**config.mk**
```make
export PLATFORM = sky130hd
export DESIGN_NAME = trim_prog_decoder
export DESIGN_NICKNAME = d
export VERILOG_FILES = /design/src/rtl/trim_prog_pkg.sv /design/src/rtl/trim_prog_ctrl.sv /design/src/rtl/trim_prog_dpath.sv /design/src/rtl/trim_prog_decoder.sv
export SDC_FILE = /design/constraint.sdc
export NUM_CORES = 1
export LEC_CHECK = 0
export BUFFER_PORTS_ARGS = -buffer_cell sky130_fd_sc_hd__buf_2
export CELL_PAD_IN_SITES_DETAIL_PLACEMENT = 1
export CELL_PAD_IN_SITES_GLOBAL_PLACEMENT = 1
export CORE_UTILIZATION = 29
export DETAILED_ROUTE_END_ITERATION = 7
export GPL_ROUTABILITY_DRIVEN = 0
export GPL_TIMING_DRIVEN = 0
export PLACE_DENSITY = 0.68
export SETUP_SLACK_MARGIN = 0.3
export SYNTH_ARGS = -nofsm -noshare
export SYNTH_HDL_FRONTEND = slang
export SYNTH_SLANG_ARGS = --single-unit
```
**constraint.sdc**
```tcl
create_clock -name clk -period 1.7 [get_ports clk]
set_input_delay 0.255 -clock clk [delete_from_list [all_inputs] [get_ports clk]]
set_output_delay 0.255 -clock clk [all_outputs]
set_load 0.005 [all_outputs]
```
**src/rtl/trim_prog_pkg.sv**
```systemverilog
package trim_prog_pkg;

  localparam int NUM_CH = 3;
  localparam int CH_W   = (NUM_CH > 1) ? $clog2(NUM_CH) : 1;
  localparam logic [7:0] DEV_ADDR  = 8'hA0;
  localparam logic [7:0] DATA_ZERO = 8'h00;

  // byte address per threshold channel; index = channel
  localparam logic [7:0] SET_CODE [NUM_CH] = '{8'h01, 8'h09, 8'h0D};
  localparam logic [7:0] RST_CODE [NUM_CH] = '{8'h03, 8'h0B, 8'h0F};

  typedef enum logic [2:0] {
    ST_IDLE,   // outside any transaction
    ST_ARMED,  // qualified start seen, waiting device byte
    ST_DEV,    // device byte matched
    ST_CODE,   // byte address matched
    ST_DATA,   // zero data byte matched, ready to commit on stop
    ST_BAD     // transaction rejected until the next start or stop
  } decState_t;

  typedef struct packed {
    logic latchCode;  // capture the decoded byte address
    logic commit;     // raise the latched request
  } ctrlStrobe_t;

  typedef struct packed {
    logic            valid;
    logic            isReset;
    logic [CH_W-1:0] ch;
  } codeInfo_t;

  function automatic codeInfo_t decodeCode(input logic [7:0] b);
    codeInfo_t info;
    info = '0;
    for (int i = 0; i < NUM_CH; i++) begin
      if (b == SET_CODE[i]) begin
        info.valid   = 1'b1;
        info.isReset = 1'b0;
        info.ch      = CH_W'(i);
      end
      if (b == RST_CODE[i]) begin
        info.valid   = 1'b1;
        info.isReset = 1'b1;
        info.ch      = CH_W'(i);
      end
    end
    return info;
  endfunction

endpackage

```
**src/rtl/trim_prog_ctrl.sv**
```systemverilog
module trim_prog_ctrl
  import trim_prog_pkg::*;
(
  input  logic        clk,
  input  logic        rstN,
  input  logic        startEvt,
  input  logic        stopEvt,
  input  logic        byteValid,
  input  logic        addrPhase,
  input  logic [7:0]  rxByte,
  input  logic        progHigh,
  input  logic        busy,
  output ctrlStrobe_t strobe,
  output logic        claim
);

  decState_t state, stateNext;
  codeInfo_t info;
  logic      dataByte;

  assign info     = decodeCode(rxByte);
  assign dataByte = byteValid && !addrPhase;

  always_comb begin
    stateNext = state;
    if (startEvt) begin
      stateNext = (progHigh && !busy) ? ST_ARMED : ST_BAD;
    end else if (stopEvt) begin
      stateNext = ST_IDLE;
    end else if (byteValid) begin
      unique case (state)
        ST_IDLE:  stateNext = ST_IDLE;
        ST_ARMED: stateNext = (addrPhase && rxByte == DEV_ADDR) ? ST_DEV : ST_BAD;
        ST_DEV:   stateNext = (dataByte && info.valid) ? ST_CODE : ST_BAD;
        ST_CODE:  stateNext = (dataByte && rxByte == DATA_ZERO) ? ST_DATA : ST_BAD;
        ST_DATA:  stateNext = ST_BAD;
        default:  stateNext = ST_BAD;
      endcase
    end
  end

  always_ff @(posedge clk) begin
    if (!rstN) state <= ST_IDLE;
    else       state <= stateNext;
  end

  always_comb begin
    strobe           = '0;
    strobe.latchCode = !startEvt && !stopEvt && state == ST_DEV && dataByte && info.valid;
    strobe.commit    = !startEvt && stopEvt && state == ST_DATA && progHigh && !busy;
  end

  assign claim = (state == ST_DEV) || (state == ST_CODE) || (state == ST_DATA);


  commit_on_stop_chk: assert property (@(posedge clk) disable iff (!rstN)
    strobe.commit |-> stopEvt && progHigh);


  unqualified_start_chk: assert property (@(posedge clk) disable iff (!rstN)
    (startEvt && !progHigh) |=> !claim);


  restart_drops_claim_chk: assert property (@(posedge clk) disable iff (!rstN)
    startEvt |=> !claim);

endmodule

```
**src/rtl/trim_prog_dpath.sv**
```systemverilog
module trim_prog_dpath
  import trim_prog_pkg::*;
(
  input  logic              clk,
  input  logic              rstN,
  input  ctrlStrobe_t       strobe,
  input  logic [7:0]        rxByte,
  input  logic              progHigh,
  output logic [NUM_CH-1:0] setReq,
  output logic [NUM_CH-1:0] rstReq,
  output logic              busy
);

  codeInfo_t         info;
  logic [CH_W-1:0]   chSel;
  logic              kindRst;
  logic [NUM_CH-1:0] chOneHot;

  assign info = decodeCode(rxByte);

  generate
    for (genvar g = 0; g < NUM_CH; g++) begin : g_onehot
      assign chOneHot[g] = (chSel == CH_W'(g));
    end
  endgenerate

  always_ff @(posedge clk) begin
    if (!rstN) begin
      chSel   <= '0;
      kindRst <= 1'b0;
    end else if (strobe.latchCode) begin
      chSel   <= info.ch;
      kindRst <= info.isReset;
    end
  end

  always_ff @(posedge clk) begin
    if (!rstN) begin
      setReq <= '0;
      rstReq <= '0;
      busy   <= 1'b0;
    end else if (strobe.commit) begin
      setReq <= kindRst ? '0 : chOneHot;
      rstReq <= kindRst ? chOneHot : '0;
      busy   <= 1'b1;
    end else if (busy && !progHigh) begin
      setReq <= '0;
      rstReq <= '0;
      busy   <= 1'b0;
    end
  end


  single_request_chk: assert property (@(posedge clk) disable iff (!rstN)
    $onehot0({setReq, rstReq}));


  busy_matches_request_chk: assert property (@(posedge clk) disable iff (!rstN)
    busy == ($countones({setReq, rstReq}) == 1));


  clear_on_pin_low_chk: assert property (@(posedge clk) disable iff (!rstN)
    (busy && !progHigh) |=> !busy);

endmodule

```
**src/rtl/trim_prog_decoder.sv**
```systemverilog
module trim_prog_decoder
  import trim_prog_pkg::*;
(
  input  logic              clk,
  input  logic              rstN,
  input  logic              startEvt,
  input  logic              stopEvt,
  input  logic              byteValid,
  input  logic              addrPhase,
  input  logic [7:0]        rxByte,
  input  logic              progHigh,
  output logic [NUM_CH-1:0] setReq,
  output logic [NUM_CH-1:0] rstReq,
  output logic              busy,
  output logic              trimClaim
);

  ctrlStrobe_t strobe;

  trim_prog_ctrl ctrl_i (
    .clk       (clk),
    .rstN      (rstN),
    .startEvt  (startEvt),
    .stopEvt   (stopEvt),
    .byteValid (byteValid),
    .addrPhase (addrPhase),
    .rxByte    (rxByte),
    .progHigh  (progHigh),
    .busy      (busy),
    .strobe    (strobe),
    .claim     (trimClaim)
  );

  trim_prog_dpath dpath_i (
    .clk      (clk),
    .rstN     (rstN),
    .strobe   (strobe),
    .rxByte   (rxByte),
    .progHigh (progHigh),
    .setReq   (setReq),
    .rstReq   (rstReq),
    .busy     (busy)
  );


  request_after_stop_chk: assert property (@(posedge clk) disable iff (!rstN)
    $rose(busy) |-> $past(stopEvt));


  request_held_chk: assert property (@(posedge clk) disable iff (!rstN)
    (busy && progHigh) |=> $stable({setReq, rstReq}));


  busy_start_ignored_chk: assert property (@(posedge clk) disable iff (!rstN)
    (startEvt && busy) |=> !trimClaim);

endmodule

```
==> reports/qor.yml <==
p_leak_nw: 0.3826
finalCriticalPeriod_ns: 1.694
ant_nets: 0
hold_path_startpoint: "progHigh"
grt_pass1_vias: 822
postSynthCellCount: 87
synth-seq-area-share_pct: 36.24
area_delta_synth_final_pct: 33.97
period_share_pct: 99.67
synth_nets: 102
synth_cell_types: 31
antenna_cells: 0
cts_root_buffer: "clkbuf_4"
viasPerCell: 5.424
whs_ns: 0.2292
cts_tree: "done"
worstSkewPairLatency_ns: 0.29
critPathLaunchType: "flop"
cts.hold.buffers_added: 0
reg2reg_from: "ctrl_i.state[1]"
slew_headroom_pct: 75.98
cp-end-kind: "flop"
maxSlewViolCount: 0
yosysWarnings: 0
hold_viol: 0
critical_path_required_ns: 1.92
dpl_cell_area_um2: 879.6
grt_max_degree: 11
status: "finished, final reports clean"
fp.dieH_um: 51.77
syn_area_per_cell_um2: 8.255
syn_area_um2: 718.2
fin_skew_ns: 0.009654
critical_path.max_fanout: 5
gr-total-overflow: 0
port_buffers: 22
layout_common_cells: "buf_2 (23), nand2_1 (12), dfxtp_1 (10)"
num_vias: 781
design.die.area_mm2: 0.002680
drc: 0
nets: 132
crit_chain: "or3b_4 > or3_4 > or3b_4 > o21ai_1"
wl_per_cell_um: 14.22
drtIter0Drc: 4
h-tree-depth: 1
crit_type: "reg -> reg"
rsz0062_at_grt: "true"
grt_usage_pct: 17.82
drt-total-wl_um: 2047
cpMostUsedCell: "or3b_4"
cts.sinks: 13
holdCritPathClass: "in -> reg"
yosys_register_bits: 13
setup_viol: 0
layout-drive-gt1-share_pct: 36.21
final_cell_area_um2: 962.2
fp.dieW_um: 51.77
power_density_mw_per_mm2: 624.2
core_area_mm2: 0.002276
antenna_found_initial: 0
grt_first_pass_wirelength_um: 3512
critPathMaxStageDelay_ns: 0.39
worstPathArrival_ns: 1.91
clk_pin_slew_worst_paths_ns: 0.09
critPathLaunch: "ctrl_i.state[1]"
num_rows: 17
max_cap_viol_count: 0
peakVddDrop_mv: 0.3277
ys_async_sr_fraction_pct: 0
start_util_pct: 31.56
tightest_slew_ns: 0.3574
cts_inserted_buffers: 3
max_freq_ghz: 0.5902
synth_edf_count: 0
critPathSlowestCell: "or3b_4"
synthFlopType: "dfxtp_1"
layout_commonest_cell: "buf_2"
ios: 23
dp_hpwl_um: 1542
cts_max_path_buffers: 2
drt_pre_antenna_iters: 3
[path summary, 6_finish.rpt]
check,end,slack [ns],depth (start not counted)
worst max-delay path,dpath_i.setReq[2],0.006,4
worst min-delay path,dpath_i.busy,0.23,2
worst max register to register,dpath_i.setReq[2],0.006,4
worst min register to register,dpath_i.setReq[2],0.46,2
[layout make-up]
| class | count | area [um2] |
|---|---|---|
| Multi-Input combinational cell | 69 | 479.2 |
| Timing Repair Buffer | 25 | 132.6 |
| Tap cell | 28 | 35.03 |
| Sequential cell | 13 | 269.0 |
| Inverter | 4 | 15.01 |
| Buffer | 1 | 5.005 |
| Clock buffer | 4 | 26.28 |
| Fill cell | 300 | 1314 |
[flip-flops by register name, summed over array words and instances, names as in the netlist]
signal and count:
dpath_i.chSel 2, dpath_i.busy 1, dpath_i.setReq 3, dpath_i.rstReq 3, dpath_i.kindRst 1, ctrl_i.state 3
[cells by family (layout without fill, tap and decap cells)]
| family | after synthesis | in the layout | share of synthesized area, % |
|---|---|---|---|
| muxes | 5 | 5 | 6.969 |
| and+or+nand+nor | 46 | 46 | 37.11 |
| AOI/OAI and AO/OA | 18 | 18 | 16.90 |
| buffers and inverters | 5 | 34 | 2.786 |
| DFF | 13 | 13 | 36.24 |
[stage by stage]
stage	worst slack (ns)	TNS (ns)	power (W)	cells	utilization, %
floorplan	0.05792	0	0.0003593	87	-
global placement	-0.03856	-0.07063	0.0003967	137	38.65
detailed placement	-0.03381	-0.06262	0.0003998	137	38.65
CTS	0.02074	0	0.0006065	144	41.56
global route	-0.03029	-0.05912	0.0006376	144	42.28
finish	0.005612	0	0.0006006	144	42.28
[cells in the mapped netlist, drive strengths merged, types with 2 or more instances]
| cell | instances | area [um2] |
|---|---|---|
| and3 | 3 | 18.77 |
| nand2 | 12 | 45.04 |
| nand4 | 2 | 12.51 |
| nor2b | 2 | 12.51 |
| nor3 | 3 | 15.01 |
| nand3b | 2 | 15.01 |
| o41ai | 4 | 35.03 |
| nor2 | 3 | 11.26 |
| mux2i | 5 | 50.05 |
| inv | 4 | 15.01 |
| or3b | 2 | 20.02 |
| o21ai | 7 | 35.03 |
| dfxtp | 13 | 260.3 |
| a21oi | 2 | 10.01 |
| nand3 | 4 | 20.02 |
| nor4 | 3 | 25.02 |
| nand2b | 5 | 31.28 |
[where the power goes]
part           switching [W]  total (W)  internal [W]
Combinational      0.0000498  0.0000885     0.0000386
Clock               0.000110   0.000202     0.0000912
Sequential        0.00000428   0.000310      0.000306
Total               0.000164   0.000601      0.000436
[layer usage]
metal / GRT usage [%] / part of all wire, %
met5: 0 / 0
met4: 6.757 / 1.5
met3: 7.018 / 4.3
met2: 31.60 / 52
met1: 18.76 / 42
[critical path, delay by kind of cell (launching register included)]
family	cells	cell delay (ns)
flip-flops	1	0.35
AO/OA/AOI/OAI	1	0.12
AND/OR/NAND/NOR	3	1.15
[timing repair]
action,4_1_cts,5_1_grt
gates resized for setup,5,5
endpoints found under the setup margin,7,9
pin swaps,1,1
hold endpoints to repair,0,0
buffers inserted,3,0
(Power assumes the default switching activity.)
